<file path="src/rtl/sinc3_pkg.sv">
`timescale 1ns/1ps
package sinc3_pkg;
  localparam int OSR_MAX = 256;
  localparam int ACC_W   = 3 * $clog2(OSR_MAX) + 2;
  localparam int OUT_W   = 32;
  localparam int HALF_W  = OUT_W / 2;
  localparam int SH_W    = 5;

  typedef logic signed [ACC_W-1:0] acc_t;

  localparam acc_t ACC_HI = acc_t'(32767);
  localparam acc_t ACC_LO = acc_t'(-32768);

  // maps a modulator bit onto +1 / -1
  function automatic acc_t bit_to_pm(input logic b);
    return b ? acc_t'(1) : acc_t'(-1);
  endfunction

  // full-precision word: sign extension of the raw result
  function automatic logic [OUT_W-1:0] widen(input acc_t v);
    return {{(OUT_W-ACC_W){v[ACC_W-1]}}, v};
  endfunction

  // shifted, saturated 16-bit value in the upper half, lower half zero
  function automatic logic [OUT_W-1:0] narrow(input acc_t v, input logic [SH_W-1:0] sh);
    acc_t s;
    logic [HALF_W-1:0] h;
    s = v >>> sh;
    if (s > ACC_HI)      h = 16'h7FFF;
    else if (s < ACC_LO) h = 16'h8000;
    else                 h = s[HALF_W-1:0];
    return {h, {HALF_W{1'b0}}};
  endfunction
endpackage

</file>
<file path="src/rtl/sdm_capture.sv">
`timescale 1ns/1ps
module sdm_capture #(
  parameter int SYNC_N = 2
) (
  input  logic clk,
  input  logic rst_n,
  input  logic mclk_i,
  input  logic mdat_i,
  output logic bit_stb,
  output logic bit_val
);
  logic [SYNC_N:0]   ck_sh;
  logic [SYNC_N-1:0] dt_sh;

  always_ff @(posedge clk) begin
    if (!rst_n) begin
      ck_sh <= '0;
      dt_sh <= '0;
    end else begin
      ck_sh <= {ck_sh[SYNC_N-1:0], mclk_i};
      dt_sh <= {dt_sh[SYNC_N-2:0], mdat_i};
    end
  end

  // rising modulator clock seen after synchronisation
  assign bit_stb = ck_sh[SYNC_N-1] & ~ck_sh[SYNC_N];
  assign bit_val = dt_sh[SYNC_N-1];
endmodule

</file>
<file path="src/rtl/sinc3_core.sv">
`timescale 1ns/1ps
module sinc3_core
  import sinc3_pkg::*;
#(
  parameter int OSR_W = $clog2(OSR_MAX)
) (
  input  logic             clk,
  input  logic             rst_n,
  input  logic             run,
  input  logic             bit_stb,
  input  logic             bit_val,
  input  logic [OSR_W-1:0] osr_m1,
  output logic             dec_o,
  output acc_t             comb_o
);
  acc_t i1, i2, i3, d1, d2, d3;
  acc_t i1n, i2n, i3n, c1, c2, c3;
  logic [OSR_W-1:0] cnt;
  logic last_bit;

  always_comb begin
    i1n = i1 + bit_to_pm(bit_val);
    i2n = i2 + i1n;
    i3n = i3 + i2n;
    c1  = i3n - d1;
    c2  = c1 - d2;
    c3  = c2 - d3;
  end

  assign last_bit = (cnt >= osr_m1);
  assign dec_o    = run & bit_stb & last_bit;
  assign comb_o   = c3;

  always_ff @(posedge clk) begin
    if (!rst_n || !run) begin
      i1 <= '0; i2 <= '0; i3 <= '0;
      d1 <= '0; d2 <= '0; d3 <= '0;
      cnt <= '0;
    end else if (bit_stb) begin
      i1 <= i1n;
      i2 <= i2n;
      i3 <= i3n;
      if (last_bit) begin
        cnt <= '0;
        d1  <= i3n;
        d2  <= c1;
        d3  <= c2;
      end else begin
        cnt <= cnt + 1'b1;
      end
    end
  end

  // a stopped channel has cleared state on the next cycle
  p_clear_r7: assert property (@(posedge clk) disable iff (!rst_n)
    !run |=> (i1 == '0 && i3 == '0 && cnt == '0));

  // the integrators move only on a captured bit
  p_onebit_r1: assert property (@(posedge clk) disable iff (!rst_n)
    (run && !bit_stb) ##1 run |-> $stable(i1) && $stable(i3));
endmodule

</file>
<file path="src/rtl/sinc3_bank.sv">
`timescale 1ns/1ps
module sinc3_bank
  import sinc3_pkg::*;
#(
  parameter int NCH    = 4,
  parameter int OSR_W  = $clog2(OSR_MAX),
  parameter int SYNC_N = 2
) (
  input  logic                 clk,
  input  logic                 rst_n,
  input  logic [NCH-1:0]       mod_clk,
  input  logic [NCH-1:0]       mod_dat,
  input  logic                 master_en,
  input  logic [NCH-1:0]       ch_en,
  input  logic [OSR_W-1:0]     osr_m1,
  input  logic                 fmt16,
  input  logic [SH_W-1:0]      shift,
  input  logic [NCH-1:0]       drdy_clr,
  output logic [NCH*OUT_W-1:0] dout,
  output logic [NCH-1:0]       dvalid,
  output logic [NCH-1:0]       drdy
);
  for (genvar g = 0; g < NCH; g++) begin : g_ch
    logic             run, stb, bval, dec;
    acc_t             raw;
    logic [OUT_W-1:0] fmt_w, dout_q;
    logic             dv_q, rdy_q;

    // master enable gates every channel so all start together
    assign run = master_en & ch_en[g];

    sdm_capture #(.SYNC_N(SYNC_N)) u_cap (
      .clk(clk), .rst_n(rst_n), .mclk_i(mod_clk[g]), .mdat_i(mod_dat[g]),
      .bit_stb(stb), .bit_val(bval)
    );

    sinc3_core #(.OSR_W(OSR_W)) u_core (
      .clk(clk), .rst_n(rst_n), .run(run), .bit_stb(stb), .bit_val(bval),
      .osr_m1(osr_m1), .dec_o(dec), .comb_o(raw)
    );

    assign fmt_w = fmt16 ? narrow(raw, shift) : widen(raw);

    always_ff @(posedge clk) begin
      if (!rst_n) begin
        dout_q <= '0;
        dv_q   <= 1'b0;
        rdy_q  <= 1'b0;
      end else begin
        dv_q <= dec;
        if (dec) begin
          dout_q <= fmt_w;
          rdy_q  <= 1'b1;
        end else if (drdy_clr[g]) begin
          rdy_q  <= 1'b0;
        end
      end
    end

    assign dout[g*OUT_W +: OUT_W] = dout_q;
    assign dvalid[g] = dv_q;
    assign drdy[g]   = rdy_q;

    p_drdy_set_r9: assert property (@(posedge clk) disable iff (!rst_n)
      dvalid[g] |-> drdy[g]);
    p_drdy_hold_r9: assert property (@(posedge clk) disable iff (!rst_n)
      drdy[g] && !drdy_clr[g] |=> drdy[g]);
    p_drdy_clr_r9: assert property (@(posedge clk) disable iff (!rst_n)
      drdy_clr[g] && !dec |=> !drdy[g]);
    p_low_zero_r5: assert property (@(posedge clk) disable iff (!rst_n)
      dvalid[g] && $past(fmt16) |-> dout[g*OUT_W +: HALF_W] == '0);
    p_idle_r7: assert property (@(posedge clk) disable iff (!rst_n)
      !(master_en && ch_en[g]) |=> !dvalid[g]);
    p_hold_r7: assert property (@(posedge clk) disable iff (!rst_n)
      !dvalid[g] |-> $stable(dout[g*OUT_W +: OUT_W]));
  end
endmodule

</file>
<file path="config.mk">
export PLATFORM = sky130hd
export DESIGN_NAME = sinc3_bank
export DESIGN_NICKNAME = d
export VERILOG_FILES = /design/src/rtl/sinc3_pkg.sv /design/src/rtl/sdm_capture.sv /design/src/rtl/sinc3_core.sv /design/src/rtl/sinc3_bank.sv
export SDC_FILE = /design/constraint.sdc
export NUM_CORES = 2
export LEC_CHECK = 0
export ABC_AREA = 1
export BUFFER_PORTS_ARGS = -buffer_cell sky130_fd_sc_hd__buf_2
export CAP_MARGIN = 20
export CORE_ASPECT_RATIO = 2
export CORE_MARGIN = 2
export CORE_UTILIZATION = 37
export DETAILED_ROUTE_END_ITERATION = 12
export GPL_TIMING_DRIVEN = 0
export PLACE_DENSITY = 0.59
export SLEW_MARGIN = 20
export SYNTH_ARGS = -nofsm -noshare
export SYNTH_HDL_FRONTEND = slang
export SYNTH_SLANG_ARGS = --single-unit
</file>
<file path="constraint.sdc">
create_clock -name clk -period 9.85 [get_ports clk]
set_input_delay 1.4775 -clock clk [delete_from_list [all_inputs] [get_ports clk]]
set_output_delay 1.4775 -clock clk [all_outputs]
set_load 0.01 [all_outputs]
</file>
==> impl_metrics.ini <==
[global_route]
grt_max_degree = 16
grt_pass1_wl_um = 356000
grtUsageTotal_pct = 27.5
globalRouteOverflowTotal = 0
grt_pass1_vias = 62400
grt_antenna_before_repair = 9

[power]
p_int_mw = 12.2
switching_power_mw = 13.3
p_sw_share_pct = 52.3
comb_power_share_pct = 72.6
seq_power_share_pct = 13.0
leakage_nw = 35.5
max-vdd-ir-drop_v = 0.000193
p_per_area_nw_per_um2 = 317
p_clk_share_pct = 14.4
p_total_mw = 25.5

[synthesis]
synth-edff-count = 0
synth_cells = 9040
synth_largest_area_cell = dfxtp_1
synth_fa_ha_area_share_pct = 13.8
synth_area_um2 = 61100
synth_compound_area_share_pct = 18.6
seq_area_frac_synth_pct = 26.6
synthTopCellsByArea = dfxtp_1 27%, ha_1 13%, nand2_1 11%
async_flop_share_pct = 0
synth_fp_nets = 9734
synth_top_family_by_area = simple AND/OR/NAND/NOR gates
synth-xor-area-share_pct = 7.74
yosys_warnings = 0
synth_mux_area_share_pct = 0.197
synth_cell_types = 72
ys_seq_elements = 812
ys.flop_type = dfxtp_1
synthSimpleGateAreaFrac_pct = 23.6
synth.avg_cell_area_um2 = 6.76
synth_top_area_share_pct = 26.6

[floorplanning]
initial_core_util_pct = 37.1
ios = 169
die_w_um = 291
dieArea_um2 = 169000
die_h_um = 579
row_count = 211
coreArea_um2 = 165000

[cts]
clock_latency_ns = 0.71
clk_pin_slew_ns = 0.07
cts_hold_buf = 0
cts_sinks = 812
cts_tree = built
clk_path_buf_depth = 3
htreeDepth = 3
cts-root-buf = clkbuf_16
cts_inserted_buffers = 87

[cells_and_area]
drive_gt1_share_pct = 22.3
final_cells = 11900
fin_nets = 10400
area_delta_synth_final_pct = 31.6

[worst_setup_path]
max_stage_delay_ns = 0.54
cp.arrival_ns = 10.58
path_max_fanout = 6
crit_slowest_cell = fa_2
worstSetupPathType = flop to flop
start_kind = flop
crit_required_ns = 10.48
crit_top_cell = nand2_1
end_kind = flop

[sta]
fin_setup_tns_ns = -0.797
worst_slack_ns = -0.0990
slew-limit-headroom_pct = 13.3
setup-violations-final = 15
skew_ns = 0.0363
rsz0062_at_grt = yes
period_minus_slack_ns = 9.95
timing.hold.ws_ns = 0.409
worstMarginPinSlew_ns = 1.30
fmax_mhz = 101
hold_viol = 0
period_share_pct = 101
drv_slew = 0

[worst_hold_path]
hold_path_class = flop to flop

[routing]
routedWlPerCell_um = 20.9
routed_via_density = 5.35
ant_nets = 0
drt_iter0_drc = 3681
wirelength_um = 249000
drcViolationCount = 0
firstDrtPassIters = 9
vias = 63700

[job]
max-cap-violations = 0

[placement]
place_congestion = 1.00
hpwl_um = 187000
portBuffers = 164
place_inst = 11300

[status]
status = finished, violations left
violations = negative setup slack
critical path: cells and delay by family (launching register included):
kind | cells | cell delay [ns]
buffers and inverters | 10 | 1.21
AND/OR/NAND/NOR | 37 | 3.90
AO/OA/AOI/OAI | 8 | 1.22
flip-flops | 1 | 0.36
XOR/XNOR | 5 | 1.04
adder cells (fa/ha/maj) | 6 | 2.08
layout by cell type, fill, tap and decap left out, types with 39 or more instances in the layout:
cell type	synthesis	final
nor2_1	794	747
xnor2_2	0	45
buf_2	10	173
a21oi_4	1	42
inv_1	1159	1123
o211ai_1	53	53
a21oi_1	781	600
xor2_1	430	222
nand2_2	43	206
xor2_4	0	67
ha_4	0	203
dfxtp_1	812	807
a21oi_2	13	153
clkbuf_16	0	90
clkbuf_1	241	250
o21ai_2	7	47
nand2_4	12	60
nand3_1	578	479
o22ai_1	74	74
nand2_1	1834	1617
inv_2	8	39
ha_1	637	391
nand3_2	34	109
o21ai_1	33	43
xor2_2	0	141
o21ai_0	892	815
xnor2_1	110	56
buf_4	18	401
ha_2	0	43
stage by stage:
step           area [µm²]  utilization (%)  worst slack, ns
3_5_place_dp        64700             39.2            -2.14
3_3_place_gp        64600             39.2            -2.00
5_1_grt             80500             48.8           -0.465
4_1_cts             72200             43.8          -0.0110
6_report            80500             48.8          -0.0990
2_1_floorplan       61100                -            0.446
flip-flops by register name, summed over array words and instances, names as in the netlist:
signal,cells
g_ch.u_core.d1,104
g_ch.u_core.i2,104
g_ch.u_core.i1,104
g_ch.u_cap.dt_sh,8
g_ch.dv_q,4
g_ch.u_core.i3,104
g_ch.u_cap.ck_sh,12
g_ch.u_core.d3,104
g_ch.dout_q,128
g_ch.u_core.d2,104
g_ch.u_core.cnt,32
g_ch.rdy_q,4
path summary, 6_finish.rpt:
path	from	to	slack [ns]	cells past startpoint
worst max-delay path	g_ch[3].u_cap.dt_sh[1]$_SDFF_PN0_	g_ch[3].dout_q[26]$_SDFFE_PN0P_	-0.1	66
worst min-delay path	g_ch[3].u_cap.dt_sh[0]$_SDFF_PN0_	g_ch[3].u_cap.dt_sh[1]$_SDFF_PN0_	0.41	2
worst max register to register	g_ch[3].u_cap.dt_sh[1]$_SDFF_PN0_	g_ch[3].dout_q[26]$_SDFFE_PN0P_	-0.1	66
worst min register to register	g_ch[3].u_cap.dt_sh[0]$_SDFF_PN0_	g_ch[3].u_cap.dt_sh[1]$_SDFF_PN0_	0.41	2
kinds of logic (layout without fill, tap and decap cells):
kind of cell    count (synthesis)  in the layout
compound gates               2090           2090
xor+xnor                      540            540
fa+ha+maj                     661            661
buf+inv                      1498           2243
flops                         812            812
mux                            12             12
other cells                     0              2
simple gates                 3427           3427
synthesized netlist by cell type, types with 7 or more instances:
cell type,count
nand2_1,1834
inv_1,1159
o21ai_0,892
dfxtp_1,812
nor2_1,794
a21oi_1,781
ha_1,637
nand3_1,578
xor2_1,430
clkbuf_1,241
xnor2_1,110
o22ai_1,74
a31oi_1,62
o211ai_1,53
nand2_2,43
buf_1,34
nand3_2,34
o21ai_1,33
o21a_1,31
or2_2,31
nand4_1,28
o21bai_1,28
a211oi_1,27
fa_1,24
a21o_1,22
nor3_1,20
a22oi_1,19
buf_4,18
a21oi_2,13
mux2i_1,12
nand2_4,12
nand3b_1,11
buf_2,10
buf_6,10
o31ai_1,9
a221oi_1,8
clkinv_1,8
inv_2,8
nor2_2,8
o221ai_1,8
a21boi_0,7
o21ai_2,7
cell type report:
cell class	instances	area, µm²
Fill cell	16100	84300
Timing Repair inverter	4	22.5
Inverter	1178	4460
Clock inverter	37	520
Multi-Input combinational cell	6730	48400
Buffer	319	1420
Antenna cell	2	5.00
Clock buffer	122	2550
Timing Repair Buffer	583	4200
Tap cell	2130	2670
Sequential cell	812	16300
power by group through the flow:
stage          Clock, mW  Sequential, mW  Combinational, mW
6_report            3.66            3.32               18.5
5_1_grt             3.84            3.32               20.0
4_1_cts             3.74            3.31               15.8
3_5_place_dp           0            3.39               14.2
3_3_place_gp           0            3.39               14.2
2_1_floorplan          0            3.38               9.88
per-layer routing:
| layer | vias to the layer above | routed length, µm | GRT usage, % |
|---|---|---|---|
| li1 | 30900 | - | - |
| met1 | 30100 | 87700 | 27.1 |
| met2 | 1902 | 128000 | 52.6 |
| met3 | 817 | 12200 | 4.12 |
| met4 | 2 | 21200 | 19.0 |
| met5 | - | 14 | 0 |
repair_timing:
action                     CTS  global route
setup endpoints to repair   64            61
pin swaps                  192           534
buffers inserted           215           201
resized for setup          520          1194
gates cloned                 6             4
Note: power is estimated with default switching activity, not from simulation.
